[config.mk]
export PLATFORM = sky130hd
export DESIGN_NAME = tri_carrier_timebase
export DESIGN_NICKNAME = d
export VERILOG_FILES = /design/src/rtl/tcb_pkg.sv /design/src/rtl/tcb_period_shadow.sv /design/src/rtl/tcb_sync_route.sv /design/src/rtl/tcb_counter.sv /design/src/rtl/tri_carrier_timebase.sv
export SDC_FILE = /design/constraint.sdc
export NUM_CORES = 1
export LEC_CHECK = 0
export ABC_AREA = 1
export BUFFER_PORTS_ARGS = -buffer_cell sky130_fd_sc_hd__buf_4
export CAP_MARGIN = 25
export CORE_ASPECT_RATIO = 0.5
export CORE_MARGIN = 1.5
export CORE_UTILIZATION = 52
export DETAILED_ROUTE_END_ITERATION = 8
export HOLD_SLACK_MARGIN = 0.06
export MAX_ROUTING_LAYER = met4
export PLACE_DENSITY_LB_ADDON = 0.05
export SKIP_CTS_REPAIR_TIMING = 1
export SKIP_LAST_GASP = 1
export SLEW_MARGIN = 20
export SYNTH_ARGS = -nofsm -noshare
export SYNTH_HDL_FRONTEND = slang
export SYNTH_HIERARCHICAL = 1
export SYNTH_SLANG_ARGS = --single-unit
[constraint.sdc]
create_clock -name clk -period 8.5 [get_ports clk]
set_clock_uncertainty 0.05 [all_clocks]
set_input_delay 1.7 -clock clk [delete_from_list [all_inputs] [get_ports clk]]
set_output_delay 1.7 -clock clk [all_outputs]
set_load 0.005 [all_outputs]
[src/rtl/tcb_pkg.sv]
// Package: shared types and defaults for the triangular carrier timebase.
// Assumes: one direction bit is enough to hold the count direction.
package tcb_pkg;
    typedef enum logic {
        DIR_DOWN = 1'b0,
        DIR_UP   = 1'b1
    } dir_e;

    // Default period: a 6.4 kHz symmetric carrier at the nominal clock.
    localparam int unsigned TCB_PRD_DEFAULT = 7030;
endpackage

[src/rtl/tcb_period_shadow.sv]
// Module: tcb_period_shadow
// Holds the shadow and active period registers. A write goes to the shadow.
// The shadow is copied to the active period at the end of a cycle with a zero count.
// It also gives the period that is active in the next cycle, so the counter
// can flag its turning point early.
// Assumes: at_zero comes from the registered count.
module tcb_period_shadow #(
    parameter int unsigned CNT_W   = 16,
    parameter int unsigned PRD_RST = 7030
) (
    input  logic             clk,
    input  logic             rst_n,
    input  logic             wr,
    input  logic [CNT_W-1:0] wdata,
    input  logic             at_zero,
    output logic [CNT_W-1:0] prd_act,
    output logic [CNT_W-1:0] prd_nxt
);
    localparam logic [CNT_W-1:0] RST_VAL = CNT_W'(PRD_RST);

    logic [CNT_W-1:0] prd_shd;

    // Capture writes in the shadow register.
    always_ff @(posedge clk) begin
        if (!rst_n)
            prd_shd <= RST_VAL;
        else if (wr)
            prd_shd <= wdata;
    end

    // Move the shadow into the active period only at a zero count.
    always_ff @(posedge clk) begin
        if (!rst_n)
            prd_act <= RST_VAL;
        else if (at_zero)
            prd_act <= prd_shd;
    end

    // Period that will be active in the next cycle.
    always_comb begin
        prd_nxt = at_zero ? prd_shd : prd_act;
    end
endmodule

[src/rtl/tcb_sync_route.sv]
// Module: tcb_sync_route
// Chooses the sync output and the phase-load request for the instance role.
// Master: the sync output marks the zero count and sync_in is ignored.
// Slave: sync_in is passed straight through and requests a phase load.
// Assumes: phase_en is held steady while the carrier runs.
module tcb_sync_route (
    input  logic phase_en,
    input  logic sync_in,
    input  logic at_zero,
    output logic sync_out,
    output logic load
);
    // Route the sync by role.
    always_comb begin
        if (phase_en) begin
            sync_out = sync_in;
            load     = sync_in;
        end else begin
            sync_out = at_zero;
            load     = 1'b0;
        end
    end
endmodule

[src/rtl/tcb_counter.sv]
// Module: tcb_counter
// Up-down counter with one cycle at each endpoint. A phase load wins over the step.
// The direction flag is worked out for the cycle the count lands in. It uses
// the period that will be active then, so dir reads down already at the peak.
// Assumes: period values of 2 or more.
module tcb_counter
    import tcb_pkg::*;
#(
    parameter int unsigned CNT_W = 16
) (
    input  logic             clk,
    input  logic             rst_n,
    input  logic [CNT_W-1:0] prd_act,
    input  logic [CNT_W-1:0] prd_nxt,
    input  logic             load,
    input  logic [CNT_W-1:0] load_val,
    input  logic             load_dir_up,
    output logic [CNT_W-1:0] cnt,
    output dir_e             dir
);
    localparam logic [CNT_W-1:0] ONE = CNT_W'(1);

    logic [CNT_W-1:0] stepped;
    logic [CNT_W-1:0] cnt_nx;
    dir_e             dir_nx;

    // Take one step toward the current endpoint; turn back at or past it.
    always_comb begin
        if (dir == DIR_UP)
            stepped = (cnt < prd_act) ? cnt + ONE : cnt - ONE;
        else
            stepped = (cnt == '0) ? cnt + ONE : cnt - ONE;
    end

    // Pick the next count and direction; a phase load has priority.
    always_comb begin
        if (load) begin
            cnt_nx = load_val;
            dir_nx = load_dir_up ? DIR_UP : DIR_DOWN;
        end else begin
            cnt_nx = stepped;
            if (stepped == '0)
                dir_nx = DIR_UP;
            else if (stepped >= prd_nxt)
                dir_nx = DIR_DOWN;
            else
                dir_nx = (stepped > cnt) ? DIR_UP : DIR_DOWN;
        end
    end

    // Register the counter state.
    always_ff @(posedge clk) begin
        if (!rst_n) begin
            cnt <= '0;
            dir <= DIR_UP;
        end else begin
            cnt <= cnt_nx;
            dir <= dir_nx;
        end
    end
endmodule

[src/rtl/tri_carrier_timebase.sv]
// Module: tri_carrier_timebase
// Triangular carrier timebase for one leg of a three-phase modulator.
// It joins the period shadow, the sync routing and the counter, and decodes
// the endpoint strobes from the registered state.
// Assumes: synchronous active-low reset; periods of 2 or more.
module tri_carrier_timebase
    import tcb_pkg::*;
#(
    parameter int unsigned CNT_W   = 16,
    parameter int unsigned PRD_RST = TCB_PRD_DEFAULT
) (
    input  logic             clk,
    input  logic             rst_n,
    input  logic             phase_en,
    input  logic             sync_in,
    input  logic [CNT_W-1:0] phase_val,
    input  logic             phase_dir_up,
    input  logic             prd_wr,
    input  logic [CNT_W-1:0] prd_wdata,
    output logic [CNT_W-1:0] cnt,
    output logic             dir_up,
    output logic             zero_evt,
    output logic             prd_evt,
    output logic             sync_out
);
    logic [CNT_W-1:0] prd_act;
    logic [CNT_W-1:0] prd_nxt;
    logic             load;
    dir_e             dir;

    tcb_period_shadow #(
        .CNT_W  (CNT_W),
        .PRD_RST(PRD_RST)
    ) u_period (
        .clk    (clk),
        .rst_n  (rst_n),
        .wr     (prd_wr),
        .wdata  (prd_wdata),
        .at_zero(zero_evt),
        .prd_act(prd_act),
        .prd_nxt(prd_nxt)
    );

    tcb_sync_route u_route (
        .phase_en(phase_en),
        .sync_in (sync_in),
        .at_zero (zero_evt),
        .sync_out(sync_out),
        .load    (load)
    );

    tcb_counter #(
        .CNT_W(CNT_W)
    ) u_counter (
        .clk        (clk),
        .rst_n      (rst_n),
        .prd_act    (prd_act),
        .prd_nxt    (prd_nxt),
        .load       (load),
        .load_val   (phase_val),
        .load_dir_up(phase_dir_up),
        .cnt        (cnt),
        .dir        (dir)
    );

    // Decode the endpoint strobes and the direction bit.
    always_comb begin
        zero_evt = (cnt == '0);
        prd_evt  = (cnt == prd_act);
        dir_up   = (dir == DIR_UP);
    end
endmodule

Word level (Yosys, flattened, before mapping) --
Index checks and enable logic that the tools add are counted. Widths: inputs -> output; s select.
Storage, ports and cells: flip-flop bits (word level) 49, input bits 38, output and inout bits 20, word-level logic and storage cells 24
Cells by class: $add $sub $neg 2, order comparisons 3, eq/ne operators 1, mux-type cells 12, reduce and logical (&&, ||, !) cells 2
Operators with widths (count):
- $mux 16 | 5
- $logic_not 16->1 | 2
- $add 16x1->16 const B | 1
- $eq 16x16->1 | 1
- $ge 16x16->1 | 1
- $gt 16x16->1 | 1
- $lt 16x16->1 | 1
- $sub 16x1->16 const B | 1
- $mux 1 | 7

Logic depth before layout (Yosys ltp) --
depth after elaboration 8, mapped depth 26, depth with buffers taken out 26

Modules after synthesis --
Netlist, hierarchy kept.
Modules (own cells, without submodules):
- tcb_counter | instances 1, cells an instance 441, area each 2728.9 sq um, seq. area each 340.3 sq um
- tcb_period_shadow | instances 1, cells an instance 176, area each 1265.0 sq um, seq. area each 640.6 sq um
- tri_carrier_timebase | instances 1, cells an instance 58, area each 282.8 sq um, seq. area each 0.0 sq um
- tcb_sync_route | instances 1, cells an instance 5, area each 18.8 sq um, seq. area each 0.0 sq um

Worst setup path after synthesis --
No wires, ideal clock.
kind input to output, start point input phase_en, end point output sync_out, data arrival time 1.835 ns, required time 6.750 ns, path slack 4.915 ns, stages on the path 3, path buffers 0, cells stage by stage inv_1 -> nand2_1 -> nand2_1
On the way: cells in the longest elaborated chain, start to end 1
Ends and longest elaborated chain:
- start: declaration | RTL line tri_carrier_timebase.sv:14 | input logic phase_en,
- $mux 1 | RTL line tcb_sync_route.sv:15 | if (phase_en) begin
- end: declaration | RTL line tri_carrier_timebase.sv:24 | output logic sync_out
No other way between the ends.

Final worst setup path --
Same ends and word-level chain as after synthesis.

==> results.yml <==
sta:
  max_clock_freq_ghz: 0.262
  drv_slew: 0
  finalCriticalPeriod_ns: 3.82
  timing.final.crit_share: 0.449
  hold_viol: 0
  tightest_slew_ns: 0.744
  rsz0062_at_grt: "false"
  holdWs_ns: 0.411
  slew_headroom: 0.504
  setup_tns_ns: 0
  final-setup-viol-count: 0
routing:
  vias_per_cell: 5.06
  firstDrtPassIters: 5
  drc: 0
  routedWlPerCell_um: 13.7
  via_count: 4255
  drtIter0Drc: 313
  ant_nets: 0
  routed_wl_mm: 11.5
worst_setup_path:
  r2r.worst_path.cells: 17
  cp.arrival_ns: 2.07
  crit_required_ns: 6.75
  start_kind: "primary input"
  path_class: "in2out"
  end_kind: "primary output"
  regToRegSetupSlack_ns: 4.73
  cp_num_buf_inv: 2
  slowest_delay_ns: 0.13
  critPathTopFamily: "buffers and inverters"
  startpoint: "phase_en"
  critical_path.max_fanout: 2
  r2r_end: "u_counter/dir$_SDFF_PN1_"
  path_cells: "buf_4 -> nand2_1 -> nand2_1 -> buf_4"
  timing.rr.start: "u_counter/cnt[9]$_SDFF_PN0_"
  slowest_stage: "buf_4"
run_status:
  run_status: "complete, no violations"
yosys:
  synthMuxAreaShare: 0
  async_flop_share: 0
  synthAdderAreaFrac: 0.146
  syn-instance-count: 680
  ys_ff_latch: 49
  synth-compound-area-share: 0.0836
  yosys.area.top_type: "dfxtp_1"
  synth_top_family_by_area: "simple AND/OR/NAND/NOR gates"
  ys_top_cells_by_area: "dfxtp_1 (23%), nand2_1 (16%), ha_1 (15%)"
  yosys-top-cells-count: "nand2_1 (187), inv_1 (122), nor2_1 (70), ha_1 (50), dfxtp_1 (49)"
  post_synth_and_or_nand_nor_area_fraction: 0.331
  yosysMostFrequentCell: "nand2_1"
  syn-num-nets: 768
  ys_seq_area_frac: 0.228
  synth_cell_types: 34
  synth_xor_area_frac: 0.0693
  ys.warnings.count: 6
  syn-cell-area_sq_mm: 0.00430
  synth_ff_type: "dfxtp_1"
  synth.avg_cell_area_sq_um: 6.32
  synth_top_cell_area_share: 0.228
  synth-edff-count: 0
floorplanning:
  io_pins: 58
  die_area_sq_mm: 0.00885
  start_util: 0.537
  core_area_sq_mm: 0.00800
  rows: 23
  die_h_um: 67.3
  dieWidth_um: 132
clocking:
  clock_latency_ns: 0.30
  cts_root_buffer: "clkbuf_16"
  clk_pin_slew_worst_paths_ns: 0.07
  htreeDepth: 2
  clockBufferDepth: 2
  cts_buffers: 5
  cts_tree: "built"
  cts.sinks: 49
power_and_ir_drop:
  ir_drop_v: 0.000123
  p_leak_nw: 2.79
  p_per_area_mw_per_mm2: 372
placed_design:
  dpl.cell_count: 833
  gp_congestion: 0.860
  dpl.hpwl_mm: 8.67
  port_buffers: 57
cells_and_area:
  fin_cells: 841
  final_nets: 816
  fin_util: 0.613
  area_growth_pct: 14.2
  antennaDiodeCount: 0
  drive_gt1_frac: 0.117
global_route:
  grt_start_max_net_pins: 36
  antenna_found_initial: 0
  grt_overflow: 0
  grt_pass1_wl_mm: 18.1
  grt_pass1_vias: 3629
  grtUsageTotal: 0.275
worst_hold_path:
  hold_path.class: "reg2reg"
  min_to: "u_period/prd_shd[2]$_SDFFE_PN1P_"
  worstHoldStart: "u_period/prd_shd[2]$_SDFFE_PN1P_"
  hold_depth: 2
job:
  max_cap_viol_count: 0
[metal layers]
| metal | up-vias | GRT usage | wire, um |
|---|---|---|---|
| met1 | 1922 | 0.382 | 5940 |
| met5 | - | - | 0 |
| met4 | 0 | 0.0514 | 85 |
| met3 | 9 | 0.0465 | 688 |
| li1 | 2213 | - | - |
| met2 | 111 | 0.425 | 4810 |
[cell families after synthesis]
logic type      count (synthesis)
simple gates                  335
flops                          49
compound gates                 67
xor+xnor                       34
fa+ha+maj                      50
buf+inv                       145
[per-stage QoR]
step	power [mW]	instance area [sq um]	worst slack, ns
after floorplan	1.25	4300	4.92
after global placement	1.55	4750	4.70
after detailed placement	1.57	4750	4.69
after CTS	1.81	4910	4.68
after global routing	2.02	4910	4.53
final	1.83	4910	4.68
[worst min-delay path: stages (launching register included)]
cell     delay (ns)
dfxtp_1        0.33
nand2_1        0.05
nand3_1        0.05
[cell type report]
| type | count | area (sq um) |
|---|---|---|
| inverter | 127 | 482 |
| tap | 112 | 140 |
| timing repair buffer | 59 | 443 |
| clock inverter | 2 | 17.5 |
| fill | 836 | 3090 |
| sequential | 49 | 981 |
| clock buffer | 6 | 139 |
| multi-input combinational | 486 | 2710 |
[cells in the final DEF (no fill, tap or decap), drive strengths merged]
master	count
nand3b	1
buf	59
xor2	21
ha	50
nand2	192
o21ai	27
a21oi	31
clkbuf	6
o31ai	1
o21a	2
dfxtp	49
a31oi	1
o211ai	3
nand3	48
nor2	74
xnor2	13
o221ai	1
nand4	6
clkinv	2
nor3	9
nor4	5
inv	127
o2111ai	1
[flip-flops by register name (all words and copies together), names as in the netlist]
| signal | flops |
|---|---|
| u_counter/dir | 1 |
| u_period/prd_act | 16 |
| u_counter/cnt | 16 |
| u_period/prd_shd | 16 |
[power by group]
group / switching (mW) / total, mW / internal [mW]
combinational: 0.751 / 1.22 / 0.467
clock: 0.0970 / 0.216 / 0.119
sequential: 0.113 / 0.391 / 0.278
total: 0.961 / 1.83 / 0.864
[worst max-delay path by stage]
stage	end	slack [ns]	cells past startpoint
after floorplan	sync_out	4.92	3
after global placement	sync_out	4.70	4
after detailed placement	sync_out	4.69	4
after CTS	sync_out	4.68	4
after global routing	u_counter/dir$_SDFF_PN1_	4.53	19
final	sync_out	4.68	4
Power figures use the tool's default switching activity.
